<file path="config.mk">
export PLATFORM = sky130hd
export DESIGN_NAME = av_sync_engine
export DESIGN_NICKNAME = d
export VERILOG_FILES = /design/src/rtl/av_sync_pkg.sv /design/src/rtl/av_timebase.sv /design/src/rtl/av_drift_cmp.sv /design/src/rtl/av_sync_engine.sv
export SDC_FILE = /design/constraint.sdc
export NUM_CORES = 1
export LEC_CHECK = 0
export BUFFER_PORTS_ARGS = -buffer_cell sky130_fd_sc_hd__buf_2
export CORE_MARGIN = 2
export CORE_UTILIZATION = 25
export CTS_BUF_LIST = sky130_fd_sc_hd__clkbuf_4
export DETAILED_ROUTE_END_ITERATION = 6
export GPL_TIMING_DRIVEN = 0
export SLEW_MARGIN = 20
export SYNTH_ARGS = -nofsm -noshare
export SYNTH_HDL_FRONTEND = slang
export SYNTH_SLANG_ARGS = --single-unit
export TNS_END_PERCENT = 1
</file>
<file path="constraint.sdc">
create_clock -name clk -period 10.75 [get_ports clk]
set_clock_uncertainty 0.1 [all_clocks]
set_input_delay 3.225 -clock clk [delete_from_list [all_inputs] [get_ports clk]]
set_output_delay 3.225 -clock clk [all_outputs]
set_load 0.01 [all_outputs]
</file>
<file path="src/rtl/av_sync_pkg.sv">
package av_sync_pkg;

    localparam int TS_W = 33;

    typedef enum logic [1:0] {
        MODE_SYSTIME  = 2'b00,
        MODE_AUDLEAD  = 2'b01,
        MODE_MANUAL   = 2'b10
    } sync_mode_t;

    typedef enum logic [1:0] {
        ACT_NONE   = 2'b00,
        ACT_SKIP   = 2'b01,
        ACT_REPEAT = 2'b10
    } sync_act_t;

    function automatic sync_mode_t decode_mode(input logic [1:0] code);
        case (code)
            2'b01:   return MODE_AUDLEAD;
            2'b10:   return MODE_MANUAL;
            default: return MODE_SYSTIME;
        endcase
    endfunction

endpackage

</file>
<file path="src/rtl/av_timebase.sv">
module av_timebase
    import av_sync_pkg::*;
#(
    parameter int DIV = 300
) (
    input  logic            clk,
    input  logic            rst_n,
    input  logic            tick_i,
    input  logic            vid_vld_i,
    input  logic [TS_W-1:0] vid_pts_i,
    input  logic            aud_vld_i,
    input  logic [TS_W-1:0] aud_pts_i,
    output logic [TS_W-1:0] stc_o,
    output logic [TS_W-1:0] stc_now_o,
    output logic            seeded_o
);
    localparam int PW = (DIV > 1) ? $clog2(DIV) : 1;
    localparam logic [PW-1:0] PLAST = PW'(DIV - 1);

    typedef struct packed {
        logic [PW-1:0]   presc;
        logic [TS_W-1:0] stc;
        logic            seeded;
    } tb_state_t;

    tb_state_t st_d, st_q;
    logic            load_now;
    logic [TS_W-1:0] seed_val;

    assign load_now = (vid_vld_i || aud_vld_i) && !st_q.seeded;
    assign seed_val = vid_vld_i ? vid_pts_i : aud_pts_i;

    always_comb begin
        st_d = st_q;
        if (load_now) begin
            st_d.stc    = seed_val;
            st_d.presc  = '0;
            st_d.seeded = 1'b1;
        end else if (st_q.seeded && tick_i) begin
            if (st_q.presc == PLAST) begin
                st_d.presc = '0;
                st_d.stc   = st_q.stc + 1'b1;
            end else begin
                st_d.presc = st_q.presc + 1'b1;
            end
        end
    end

    always_ff @(posedge clk) begin
        if (!rst_n) st_q <= '0;
        else        st_q <= st_d;
    end

    assign stc_o     = st_q.stc;
    assign seeded_o  = st_q.seeded;
    assign stc_now_o = load_now ? seed_val : st_q.stc;

    a_r3_presc_in_range: assert property (@(posedge clk) disable iff (!rst_n)
        st_q.presc <= PLAST);

    a_r3_single_step: assert property (@(posedge clk) disable iff (!rst_n)
        st_q.seeded && !load_now |=> (st_q.stc == $past(st_q.stc)) || (st_q.stc == $past(st_q.stc) + 1'b1));

    a_r2_seed_sticks: assert property (@(posedge clk) disable iff (!rst_n)
        st_q.seeded |=> st_q.seeded);

    a_r2_no_reload: assert property (@(posedge clk) disable iff (!rst_n)
        st_q.seeded && !tick_i |=> $stable(st_q.stc));

endmodule

</file>
<file path="src/rtl/av_drift_cmp.sv">
module av_drift_cmp
    import av_sync_pkg::*;
(
    input  logic            en_i,
    input  logic [TS_W-1:0] pts_i,
    input  logic [TS_W-1:0] ref_i,
    input  logic [TS_W-1:0] thresh_i,
    output sync_act_t       act_o
);
    logic [TS_W-1:0] diff;
    logic [TS_W-1:0] mag;
    logic            behind;

    always_comb begin
        diff   = pts_i - ref_i;
        behind = diff[TS_W-1];
        mag    = behind ? (~diff + 1'b1) : diff;
        act_o  = ACT_NONE;
        if (en_i && (mag > thresh_i)) begin
            act_o = behind ? ACT_SKIP : ACT_REPEAT;
        end
    end

endmodule

</file>
<file path="src/rtl/av_sync_engine.sv">
module av_sync_engine
    import av_sync_pkg::*;
#(
    parameter int DIV = 300
) (
    input  logic            clk,
    input  logic            rst_n,
    input  logic            tick_27m_i,
    input  logic            mode_wr_i,
    input  logic [1:0]      mode_sel_i,
    input  logic [TS_W-1:0] vid_thresh_i,
    input  logic [TS_W-1:0] aud_thresh_i,
    input  logic            vid_pts_vld_i,
    input  logic [TS_W-1:0] vid_pts_i,
    input  logic            aud_pts_vld_i,
    input  logic [TS_W-1:0] aud_pts_i,
    input  logic            host_vid_cmd_vld_i,
    input  logic [1:0]      host_vid_cmd_i,
    input  logic            host_aud_cmd_vld_i,
    input  logic [1:0]      host_aud_cmd_i,
    output logic [TS_W-1:0] stc_o,
    output logic            stc_valid_o,
    output logic            vid_act_vld_o,
    output logic [1:0]      vid_act_o,
    output logic            aud_act_vld_o,
    output logic [1:0]      aud_act_o
);
    typedef struct packed {
        sync_mode_t      mode;
        logic [TS_W-1:0] aud_ref;
        logic            aud_ref_vld;
        logic            vid_vld;
        sync_act_t       vid_act;
        logic            aud_vld;
        sync_act_t       aud_act;
    } eng_state_t;

    eng_state_t      st_d, st_q;
    logic [TS_W-1:0] stc_now;
    logic [TS_W-1:0] vid_ref;
    sync_act_t       vid_cmp, aud_cmp;
    logic            vid_cmp_en, aud_cmp_en;
    sync_act_t       host_vid_act, host_aud_act;

    av_timebase #(.DIV(DIV)) u_timebase (
        .clk       (clk),
        .rst_n     (rst_n),
        .tick_i    (tick_27m_i),
        .vid_vld_i (vid_pts_vld_i),
        .vid_pts_i (vid_pts_i),
        .aud_vld_i (aud_pts_vld_i),
        .aud_pts_i (aud_pts_i),
        .stc_o     (stc_o),
        .stc_now_o (stc_now),
        .seeded_o  (stc_valid_o)
    );

    assign vid_ref    = (st_q.mode == MODE_AUDLEAD) ? st_q.aud_ref : stc_now;
    assign vid_cmp_en = vid_pts_vld_i &&
                        ((st_q.mode == MODE_SYSTIME) ||
                         (st_q.mode == MODE_AUDLEAD && st_q.aud_ref_vld));
    assign aud_cmp_en = aud_pts_vld_i && (st_q.mode == MODE_SYSTIME);

    av_drift_cmp u_vid_cmp (
        .en_i     (vid_cmp_en),
        .pts_i    (vid_pts_i),
        .ref_i    (vid_ref),
        .thresh_i (vid_thresh_i),
        .act_o    (vid_cmp)
    );

    av_drift_cmp u_aud_cmp (
        .en_i     (aud_cmp_en),
        .pts_i    (aud_pts_i),
        .ref_i    (stc_now),
        .thresh_i (aud_thresh_i),
        .act_o    (aud_cmp)
    );

    always_comb begin
        host_vid_act = ACT_NONE;
        host_aud_act = ACT_NONE;
        if (host_vid_cmd_vld_i && (host_vid_cmd_i == ACT_SKIP || host_vid_cmd_i == ACT_REPEAT))
            host_vid_act = sync_act_t'(host_vid_cmd_i);
        if (host_aud_cmd_vld_i && (host_aud_cmd_i == ACT_SKIP || host_aud_cmd_i == ACT_REPEAT))
            host_aud_act = sync_act_t'(host_aud_cmd_i);
    end

    always_comb begin
        st_d         = st_q;
        st_d.vid_vld = 1'b0;
        st_d.vid_act = ACT_NONE;
        st_d.aud_vld = 1'b0;
        st_d.aud_act = ACT_NONE;
        if (mode_wr_i) st_d.mode = decode_mode(mode_sel_i);
        if (aud_pts_vld_i) begin
            st_d.aud_ref     = aud_pts_i;
            st_d.aud_ref_vld = 1'b1;
        end
        if (st_q.mode == MODE_MANUAL) begin
            st_d.vid_act = host_vid_act;
            st_d.aud_act = host_aud_act;
        end else begin
            st_d.vid_act = vid_cmp;
            st_d.aud_act = aud_cmp;
        end
        st_d.vid_vld = (st_d.vid_act != ACT_NONE);
        st_d.aud_vld = (st_d.aud_act != ACT_NONE);
    end

    always_ff @(posedge clk) begin
        if (!rst_n) begin
            st_q      <= '0;
            st_q.mode <= MODE_SYSTIME;
        end else begin
            st_q <= st_d;
        end
    end

    assign vid_act_vld_o = st_q.vid_vld;
    assign vid_act_o     = st_q.vid_act;
    assign aud_act_vld_o = st_q.aud_vld;
    assign aud_act_o     = st_q.aud_act;

    a_r4_vid_code_legal: assert property (@(posedge clk) disable iff (!rst_n)
        vid_act_vld_o |-> (vid_act_o == ACT_SKIP || vid_act_o == ACT_REPEAT));

    a_r4_vid_needs_cause: assert property (@(posedge clk) disable iff (!rst_n)
        !vid_pts_vld_i && !host_vid_cmd_vld_i |=> !vid_act_vld_o);

    a_r8_audio_quiet_when_led: assert property (@(posedge clk) disable iff (!rst_n)
        st_q.mode == MODE_AUDLEAD |=> !aud_act_vld_o);

    a_r9_manual_relay: assert property (@(posedge clk) disable iff (!rst_n)
        st_q.mode == MODE_MANUAL && host_vid_cmd_vld_i && host_vid_cmd_i == ACT_SKIP
        |=> vid_act_vld_o && vid_act_o == ACT_SKIP);

    a_r10_host_ignored: assert property (@(posedge clk) disable iff (!rst_n)
        st_q.mode != MODE_MANUAL && !aud_pts_vld_i |=> !aud_act_vld_o);

endmodule

</file>
==> reports/metrics.cfg <==
[placed_design]
io_buffer_count = 182
dp_hpwl_um = 42100
placedCellCount = 2493
finalWeightedCongestion = 1.02
place_ws_ns = -1.04
placed_area_um2 = 13700

[timing]
report.final.slew_viol_count = 0
fmax_mhz = 97.5
setup_violations = 0
hold_violations = 0
holdWs_ns = 0.383
slew_headroom = 0.278
setup_slack_ns = 0.494
fin_crit_ns = 10.26
rsz0062_at_grt = true
worst_slew_pin_slew_ns = 1.08
min_period_over_period = 0.954
tns_ns = 0

[synth]
ys_ff_latch = 85
synth_cell_types = 79
post-synth-top-area-fraction = 0.142
synth_ff_type = dfxtp_1
synth_area_per_cell_um2 = 7.06
synth_top_area_cell = dfxtp_1
synthCells = 1696
syn-num-nets = 1978
synth-edff-count = 0
synth.area.top_cells = dfxtp_1, ha_1, a21oi_1, nor2_1, xnor2_1
async_flop_share = 0
synth-seq-area-share = 0.142
yosysWarnings = 0
syn_area_um2 = 12000

[worst_setup_path]
cp_data_required_time_ns = 11.04
crit_type = input pin to register
r2r_slack_ns = 2.96
arrival_ns = 10.54
path_max_fanout = 10
critPathMaxStageDelay_ns = 0.57
startpoint_type = input pin
reg2reg_from = u_timebase.seeded_o$_SDFFE_PN0N_
slowest_stage = or4_4
setup.worst_path.end_class = register
reg2reg_to = aud_act_o[1]$_SDFF_PN0_
crit_top_cell = a21oi_1
rr_worst_depth = 28

[route]
drt-vias-per-instance = 5.27
ant_nets = 0
drt_pass1_iterations = 6
drtIter0Drc = 966
via_count = 13300
routedWlPerCell_um = 19.6
route.detailed.drc = 0
drt_wl_total_um = 49400

[pwr]
power_density_nw_per_um2 = 135
p_total_mw = 1.87
p_leak_nw = 6.20
peakVddDrop_uv = 48.0

[layout]
multiInputGateArea_um2 = 9420
syn_to_final_growth_pct = 15.9
fin_util = 0.292
drive_above_1_share = 0.155
register_area_um2 = 1700
fin_cells = 2516
fin_area_um2 = 13900
nFillCells = 5238
final_nets = 2173

[hold_path]
holdCritStartpoint = st_q[6]$_SDFFE_PN0P_
min_path_type = register to register
hold_end = st_q[6]$_SDFFE_PN0P_
whs_path_depth = 1

[die]
start_util = 0.252
dieArea_um2 = 49600
die_w_um = 223
die_y_um = 223
num_rows = 80
core_area_um2 = 47500
pin_count = 186

[flow_run]
max_cap_viol_count = 0

[grt]
antenna_found_initial = 8
grt_start_max_net_pins = 15
grt_pass1_vias = 12700
grt_pass1_wl_um = 73900
grt.overflow.total = 0
track_usage = 0.193

[clock_network]
cts.sinks = 85
clock_latency_ns = 0.50
cts_tree = built
clk_pin_slew_ns = 0.16
htree_levels = 3
cts_buffers = 9
cts.path.max_buffers = 2
cts_root_buffer = clkbuf_4

[status]
status = completed

timing repair:
action	in CTS	in global routing
setup buffers	1	2
hold buffers	0	0
endpoints found under the hold margin	0	0
pin swaps	1	1
resized for setup	4	8
endpoints found under the setup margin	3	6
critical path, delay by kind of cell:
family / cells / cell delay (ns)
compound gates: 13 / 2.88
xor+xnor: 2 / 0.40
fa+ha+maj: 2 / 0.52
buf+inv: 4 / 1.37
simple gates: 9 / 2.12
synthesized netlist by cell type, drive strengths merged, types with 48 or more instances:
cell / n
nor2: 183
a21oi: 179
nand2: 171
ha: 134
o21ai: 118
inv: 96
dfxtp: 85
xnor2: 76
buf: 53
xor2: 50
clkbuf: 48
nor2b: 48
cells in the final DEF, fill, tap and decap left out, types with 6 or more instances in the layout:
cell	n
o21ai_0	107
nor4_1	15
dfxtp_1	85
buf_4	41
a211oi_1	12
buf_2	186
a21oi_1	177
or4_1	6
o31a_1	9
ha_1	134
a21boi_0	14
nand2_1	171
mux2i_1	36
nand3_1	34
nand2b_1	20
o21a_1	23
or2_2	6
a31oi_1	31
a21o_1	37
o31ai_1	11
nand4_1	31
and3_1	10
o21ai_1	8
o21bai_1	9
xor2_1	47
nor2b_1	47
buf_1	8
clkbuf_4	10
nor3_1	24
clkbuf_1	46
o211ai_1	15
or3_1	8
xnor2_1	75
diode_2	6
inv_1	96
and2_1	15
nor2_1	182
o221a_2	14
worst max-delay path by stage:
| stage | start | cells past startpoint | to |
|---|---|---|---|
| final | vid_pts_vld_i | 30 | aud_act_o[1]$_SDFF_PN0_ |
| after floorplan | vid_pts_vld_i | 30 | vid_act_o[0]$_SDFF_PN0_ |
| after CTS | aud_pts_vld_i | 32 | vid_act_o[1]$_SDFF_PN0_ |
| after global placement | vid_pts_vld_i | 30 | vid_act_o[1]$_SDFF_PN0_ |
| after detailed placement | vid_pts_vld_i | 30 | vid_act_o[1]$_SDFF_PN0_ |
| after global routing | vid_pts_vld_i | 30 | aud_act_o[1]$_SDFF_PN0_ |
cells by family (layout without fill, tap and decap cells):
| group | count (synthesis) | count (layout) | synth area share |
|---|---|---|---|
| flip-flops | 85 | 85 | 0.142 |
| multiplexers | 37 | 37 | 0.0310 |
| adder cells (fa/ha/maj) | 136 | 136 | 0.143 |
| XOR/XNOR | 126 | 126 | 0.0928 |
| buffers and inverters | 197 | 396 | 0.0746 |
| AND/OR/NAND/NOR | 595 | 595 | 0.239 |
| AO/OA/AOI/OAI | 520 | 520 | 0.277 |
| other | 0 | 6 | 0 |
registers in the layout, indices dropped and copies added (netlist names):
| name | flops |
|---|---|
| aud_act_o | 2 |
| st_q | 36 |
| vid_act_o | 2 |
| u_timebase.seeded_o | 1 |
| u_timebase.st_q | 9 |
| aud_act_vld_o | 1 |
| u_timebase.stc_o | 33 |
| vid_act_vld_o | 1 |
layer usage:
layer / wire, um / track usage
met5: 23 / 0
met4: 2210 / 0.0961
met3: 3690 / 0.0380
met2: 21700 / 0.302
met1: 21800 / 0.254
power breakdown:
part           leakage [nW]  switching (mW)  internal [mW]
registers             0.696          0.0173          0.332
logic                  5.43           0.773          0.538
clock network        0.0749           0.134         0.0737
layout make-up:
class,instances,area share
diodes,6,0.00108
plain buffers,100,0.0385
clock buffers,10,0.00541
clock inverters,5,0.00433
inverters,96,0.0260
multi-input cells,1414,0.679
flip-flops and latches,85,0.123
well taps,615,0.0555
repair buffers,185,0.0673
No activity file was read; power rests on OpenSTA's default activity.
